### config.mk
export PLATFORM = sky130hd
export DESIGN_NAME = flowStatusPacker
export DESIGN_NICKNAME = d
export VERILOG_FILES = /design/src/rtl/flowPktPkg.sv /design/src/rtl/flowCounter.sv /design/src/rtl/statusDatapath.sv /design/src/rtl/statusControl.sv /design/src/rtl/flowStatusPacker.sv
export SDC_FILE = /design/constraint.sdc
export NUM_CORES = 1
export LEC_CHECK = 0
export CORE_ASPECT_RATIO = 1.1
export CORE_UTILIZATION = 32
export CTS_CLUSTER_DIAMETER = 80
export DETAILED_ROUTE_END_ITERATION = 10
export DONT_BUFFER_PORTS = 1
export PLACE_DENSITY = 0.52
export SYNTH_ARGS = -nofsm -noshare
export SYNTH_HDL_FRONTEND = slang
export SYNTH_SLANG_ARGS = --single-unit
### constraint.sdc
create_clock -name clk -period 3.31 [get_ports clk]
set_input_delay 0.331 -clock clk [delete_from_list [all_inputs] [get_ports clk]]
set_output_delay 0.331 -clock clk [all_outputs]
set_load 0.02 [all_outputs]
### src/rtl/flowPktPkg.sv
package flowPktPkg;

  // strobes the control issues to the datapath
  typedef struct packed {
    logic snapLoad;  // capture all fields into the shift register
    logic advance;   // shift out the byte just accepted
  } pktCtrlT;

endpackage

### src/rtl/flowCounter.sv
module flowCounter #(
  parameter int W = 16
) (
  input  logic         clk,
  input  logic         rstN,
  input  logic         incStb,
  input  logic         decStb,
  input  logic         loadStb,
  input  logic [W-1:0] loadVal,
  output logic [W-1:0] count,
  output logic         touched
);

  localparam logic [W-1:0] TOP = '1;

  logic [W-1:0] nextCount;

  always_comb begin
    nextCount = count;
    if (loadStb) begin
      nextCount = loadVal;
    end else if (incStb && !decStb && count != TOP) begin
      nextCount = count + W'(1);
    end else if (decStb && !incStb && count != '0) begin
      nextCount = count - W'(1);
    end
  end

  // an open always counts as a reportable event
  assign touched = loadStb || (nextCount != count);

  always_ff @(posedge clk) begin
    if (!rstN) count <= '0;
    else       count <= nextCount;
  end

endmodule

### src/rtl/statusDatapath.sv
module statusDatapath
  import flowPktPkg::*;
#(
  parameter int NUM_PORTS  = 4,
  parameter int CNT_W      = 16,
  parameter int CODE_W     = 8,
  parameter int UNIT_SHIFT = 6
) (
  input  logic                          clk,
  input  logic                          rstN,
  input  logic                          rxInc,
  input  logic                          rxDec,
  input  logic [NUM_PORTS-1:0]          creditInc,
  input  logic [NUM_PORTS-1:0]          creditDec,
  input  logic [NUM_PORTS-1:0]          portOpen,
  input  logic [NUM_PORTS*CODE_W-1:0]   openCode,
  input  pktCtrlT                       ctrl,
  output logic                          anyChange,
  output logic [7:0]                    byteOut,
  output logic [(NUM_PORTS+1)*CNT_W-1:0] fieldFlat
);

  localparam int NUM_FIELDS = NUM_PORTS + 1;
  localparam int PKT_W      = NUM_FIELDS * CNT_W;

  logic [NUM_FIELDS-1:0] touched;
  logic [PKT_W-1:0]      snapReg;

  // field 0: receive-available count, never loaded
  flowCounter #(.W(CNT_W)) rxCounter (
    .clk     (clk),
    .rstN    (rstN),
    .incStb  (rxInc),
    .decStb  (rxDec),
    .loadStb (1'b0),
    .loadVal ('0),
    .count   (fieldFlat[CNT_W-1:0]),
    .touched (touched[0])
  );

  // fields 1..NUM_PORTS: per-port transmit credit
  for (genvar p = 0; p < NUM_PORTS; p++) begin : g_credit
    logic [CNT_W-1:0] openCredit;
    assign openCredit = (CNT_W'(openCode[p*CODE_W +: CODE_W]) + CNT_W'(1)) << UNIT_SHIFT;

    flowCounter #(.W(CNT_W)) creditCounter (
      .clk     (clk),
      .rstN    (rstN),
      .incStb  (creditInc[p]),
      .decStb  (creditDec[p]),
      .loadStb (portOpen[p]),
      .loadVal (openCredit),
      .count   (fieldFlat[(p+1)*CNT_W +: CNT_W]),
      .touched (touched[p+1])
    );
  end

  assign anyChange = |touched;

  // snapshot shifter: low byte of field 0 leaves first
  always_ff @(posedge clk) begin
    if (!rstN) begin
      snapReg <= '0;
    end else if (ctrl.snapLoad) begin
      snapReg <= fieldFlat;
    end else if (ctrl.advance) begin
      snapReg <= snapReg >> 8;
    end
  end

  assign byteOut = snapReg[7:0];

endmodule

### src/rtl/statusControl.sv
module statusControl
  import flowPktPkg::*;
#(
  parameter int PKT_BYTES = 10
) (
  input  logic    clk,
  input  logic    rstN,
  input  logic    anyChange,
  input  logic    pktReady,
  output logic    pktValid,
  output logic    pktLast,
  output pktCtrlT ctrl
);

  localparam int IDX_W = $clog2(PKT_BYTES);
  localparam logic [IDX_W-1:0] LAST_IDX = IDX_W'(PKT_BYTES - 1);

  logic             pending;
  logic             busy;
  logic [IDX_W-1:0] byteIdx;
  logic             startPkt;
  logic             byteTaken;
  logic             finalTaken;

  assign startPkt   = !busy && pending;
  assign byteTaken  = busy && pktReady;
  assign finalTaken = byteTaken && (byteIdx == LAST_IDX);

  always_ff @(posedge clk) begin
    if (!rstN) begin
      pending <= 1'b0;
      busy    <= 1'b0;
      byteIdx <= '0;
    end else begin
      // a change in the launch cycle keeps the flag up for the next packet
      pending <= anyChange || (pending && !startPkt);
      if (startPkt) begin
        busy    <= 1'b1;
        byteIdx <= '0;
      end else if (finalTaken) begin
        busy    <= 1'b0;
      end else if (byteTaken) begin
        byteIdx <= byteIdx + IDX_W'(1);
      end
    end
  end

  assign pktValid      = busy;
  assign pktLast       = busy && (byteIdx == LAST_IDX);
  assign ctrl.snapLoad = startPkt;
  assign ctrl.advance  = byteTaken && !finalTaken;

endmodule

### src/rtl/flowStatusPacker.sv
module flowStatusPacker
  import flowPktPkg::*;
#(
  parameter int NUM_PORTS  = 4,
  parameter int CNT_W      = 16,
  parameter int CODE_W     = 8,
  parameter int UNIT_SHIFT = 6
) (
  input  logic                        clk,
  input  logic                        rstN,
  input  logic                        rxInc,
  input  logic                        rxDec,
  input  logic [NUM_PORTS-1:0]        creditInc,
  input  logic [NUM_PORTS-1:0]        creditDec,
  input  logic [NUM_PORTS-1:0]        portOpen,
  input  logic [NUM_PORTS*CODE_W-1:0] openCode,
  input  logic                        pktReady,
  output logic                        pktValid,
  output logic [7:0]                  pktData,
  output logic                        pktLast
);

  localparam int NUM_FIELDS = NUM_PORTS + 1;
  localparam int PKT_BYTES  = NUM_FIELDS * (CNT_W / 8);

  pktCtrlT                       ctrl;
  logic                          anyChange;
  logic [NUM_FIELDS*CNT_W-1:0]   fieldFlat;

  statusDatapath #(
    .NUM_PORTS  (NUM_PORTS),
    .CNT_W      (CNT_W),
    .CODE_W     (CODE_W),
    .UNIT_SHIFT (UNIT_SHIFT)
  ) datapath (
    .clk       (clk),
    .rstN      (rstN),
    .rxInc     (rxInc),
    .rxDec     (rxDec),
    .creditInc (creditInc),
    .creditDec (creditDec),
    .portOpen  (portOpen),
    .openCode  (openCode),
    .ctrl      (ctrl),
    .anyChange (anyChange),
    .byteOut   (pktData),
    .fieldFlat (fieldFlat)
  );

  statusControl #(
    .PKT_BYTES (PKT_BYTES)
  ) control (
    .clk       (clk),
    .rstN      (rstN),
    .anyChange (anyChange),
    .pktReady  (pktReady),
    .pktValid  (pktValid),
    .pktLast   (pktLast),
    .ctrl      (ctrl)
  );

endmodule

==> results.toml <==
[place]
hpwl_mm = 18.5
gp_congestion = 0.861
numPortBuffers = 0

[detailed_routing]
ant_nets = 0
drt_pre_antenna_iters = 5
via_per_inst = 5.40
wl_per_cell_um = 16.2
drtIter0Drc = 699
vias = 8961
drt-total-wl_mm = 26.8
drc_errors = 0

[pwr]
ir_drop_uv = 316
powerDensity_mw_per_mm2 = 539
p_leak_nw = 4.58

[global_route]
gr-total-overflow = 0
grt_pass1_vias = 8425
grt_max_degree = 140
grtUsageTotal_pct = 16.8
antenna_found_initial = 0
grt_pass1_wl_mm = 43.6

[finish]
final_nets = 1297
regArea_mm2 = 0.00332
n_fill_cell = 3308
multi_input_area_mm2 = 0.00626
drive_gt1_share_pct = 5.81
utilization_pct = 34.6
antenna_cells = 0
syn2layout_area_growth_pct = 6.75

[min_path]
hp-class = "primary input to register"
holdCritStartpoint = "rstN"

[clock_tree]
cts_tree = "done"
ctsHoldBuffers = 1
cts.repair.resized = 0
clkSlewWorstSetupHoldPaths_ps = 70
cts_setup_buffers = 0
clock_latency_ps = 440
cts.sinks = 166
cts_buffers = 17
clockRootBuffer = "clkbuf_16"
cts_max_level = 4
clock_path_buffers = 2

[logic_synthesis]
ys_ff_latch = 166
yosys_most_used_dff = "dfxtp_1"
ys_seq_area_share_pct = 32.6
synth_enable_flop_cells = 0
ys_types = 79
netlist_area_mm2 = 0.0102
avgSynthCellArea_um2 = 7.79
yosys_warnings = 0
synthArstFlopShare_pct = 0
synth_fp_nets = 1378
syn_inst = 1308

[setup_path]
slowest_stage = "or4b_2"
worst_ep_arrival_time_ps = 3200
rrSetupSlack_ps = 420
critPathKind = "register to register"
cp.required_ps = 3620
crit_path_start = "datapath.g_credit[2].creditCounter.count[0]"
cp-end-kind = "register"
critPathMaxFanout = 10
critPathMaxStageDelay_ps = 580
worstReg2RegStart = "datapath.g_credit[2].creditCounter.count[0]"
worstPathCellList = "inv_1 > ha_1 > or4b_2 > or4_4 > and2_4 > a211oi_2 > o2111ai_1 > o41a_1"
cp-start-kind = "register"

[die]
start_util_pct = 32.4
die_x_um = 172
die_h_um = 189
coreArea_mm2 = 0.0314
num_rows = 68
die_area_mm2 = 0.0326
io_pins = 59

[timing]
setup_tns_ps = 0
hold_viol = 0
rsz0062_at_grt = "no"
fmax_mhz = 346
worst_clock_skew_ps = 17.3
min_period_ps = 2890
finalSetupViolations = 0
period_share_pct = 87.2
relSlewSlack_pct = 40.3
worst_pin_slew_ps = 883
maxSlewViolCount = 0

[job]
maxCapViolCount = 0

[outcome]
outcome = "completed"
stage by stage:
stage / cells / setup slack [ps] / power (mW) / area (um^2) / hold slack (ps)
6_report: 1660 / 423 / 5.86 / 10900 / 19.4
5_1_grt: 1660 / 297 / 6.23 / 10900 / 11.2
4_1_cts: 1660 / 463 / 5.92 / 10900 / 23.9
3_5_place_dp: 1627 / 495 / 3.95 / 10300 / 445
3_3_place_gp: 1627 / 514 / 3.95 / 10300 / 446
2_1_floorplan: 1308 / 604 / 3.72 / 10200 / 439
routing by layer:
layer / global-route usage, % / up-vias / part of all wire (%)
li1: - / 4486 / -
met1: 21.7 / 4262 / 46
met2: 27.9 / 187 / 48
met3: 3.41 / 26 / 4.3
met4: 4.83 / 0 / 1.5
met5: 0 / - / 0
worst max-delay path, delay by kind of cell (launching register included):
kind                       cells  cell delay, ps
and+or+nand+nor                3            1230
AOI/OAI and AO/OA              3             790
adders and majority gates      1             170
buffers and inverters          1             170
DFF                            1             410
cell usage in the layout, fill, tap and decap left out, types with 16 or more instances in the layout:
master / instances
nand4_1: 30
or3_1: 16
o21ai_0: 40
nor3_1: 39
a21oi_1: 26
o211a_1: 86
inv_1: 19
and2_1: 32
ha_1: 21
nor2_1: 74
xnor2_1: 49
nand2_1: 232
clkbuf_16: 17
dfxtp_1: 166
nand3_1: 123
xor2_1: 43
state kept, by name, summed over array words and instances, names as in the netlist:
signal / cells
control.byteIdx: 4
datapath.g_credit.creditCounter.count: 64
control.pending: 1
datapath.snapReg: 80
control.pktValid: 1
datapath.rxCounter.count: 16
synthesized netlist by cell type, types with 5 or more instances:
library cell | count | area [um^2]
a211oi_1 | 5 | 37.5
a21boi_0 | 11 | 82.6
a21oi_1 | 26 | 130
a22oi_1 | 6 | 45.0
a31oi_1 | 12 | 75.1
a32oi_1 | 5 | 43.8
and2_1 | 32 | 200
and3_1 | 11 | 68.8
and4_1 | 6 | 52.6
buf_1 | 9 | 33.8
buf_2 | 5 | 25.0
buf_4 | 9 | 67.6
clkbuf_1 | 79 | 297
clkbuf_8 | 7 | 96.3
dfxtp_1 | 166 | 3320
ha_1 | 21 | 263
inv_1 | 19 | 71.3
nand2_1 | 232 | 871
nand2b_1 | 14 | 87.6
nand3_1 | 123 | 616
nand4_1 | 30 | 188
nor2_1 | 75 | 282
nor2b_1 | 13 | 81.3
nor3_1 | 39 | 195
nor4_1 | 14 | 87.6
o211a_1 | 86 | 861
o211ai_1 | 8 | 60.1
o21ai_0 | 40 | 200
o22ai_1 | 14 | 87.6
o32ai_1 | 7 | 61.3
or3_1 | 16 | 100
or4_1 | 5 | 37.5
xnor2_1 | 49 | 429
xor2_1 | 43 | 377
where the power goes:
group	internal, mW	total, mW	switching, mW
sequential	2.22	2.57	0.359
combinational	0.646	1.35	0.701
clock	1.07	1.94	0.876
cell type report:
cell class | instances | share of cell area (%)
well taps | 420 | 4.83
repair buffers | 12 | 1.20
multi-input cells | 1011 | 57.5
clock inverters | 13 | 1.15
inverters | 19 | 0.656
flip-flops and latches | 166 | 30.6
clock buffers | 19 | 4.07
logic make-up after synthesis:
kind of cell / synth area share, %
and+or+nand+nor: 30.7
adders and majority gates: 2.58
buffers and inverters: 6.10
DFF: 32.6
muxes: 0.197
xor gates and xnor gates: 7.91
AOI/OAI and AO/OA: 19.9
worst paths after layout:
kind / to / cells after the start
max: control.pending / 8
min reg2reg: datapath.snapReg[77] / 2
min: datapath.snapReg[60] / 1
max reg2reg: control.pending / 8
Note: power is estimated with default switching activity, not from simulation.
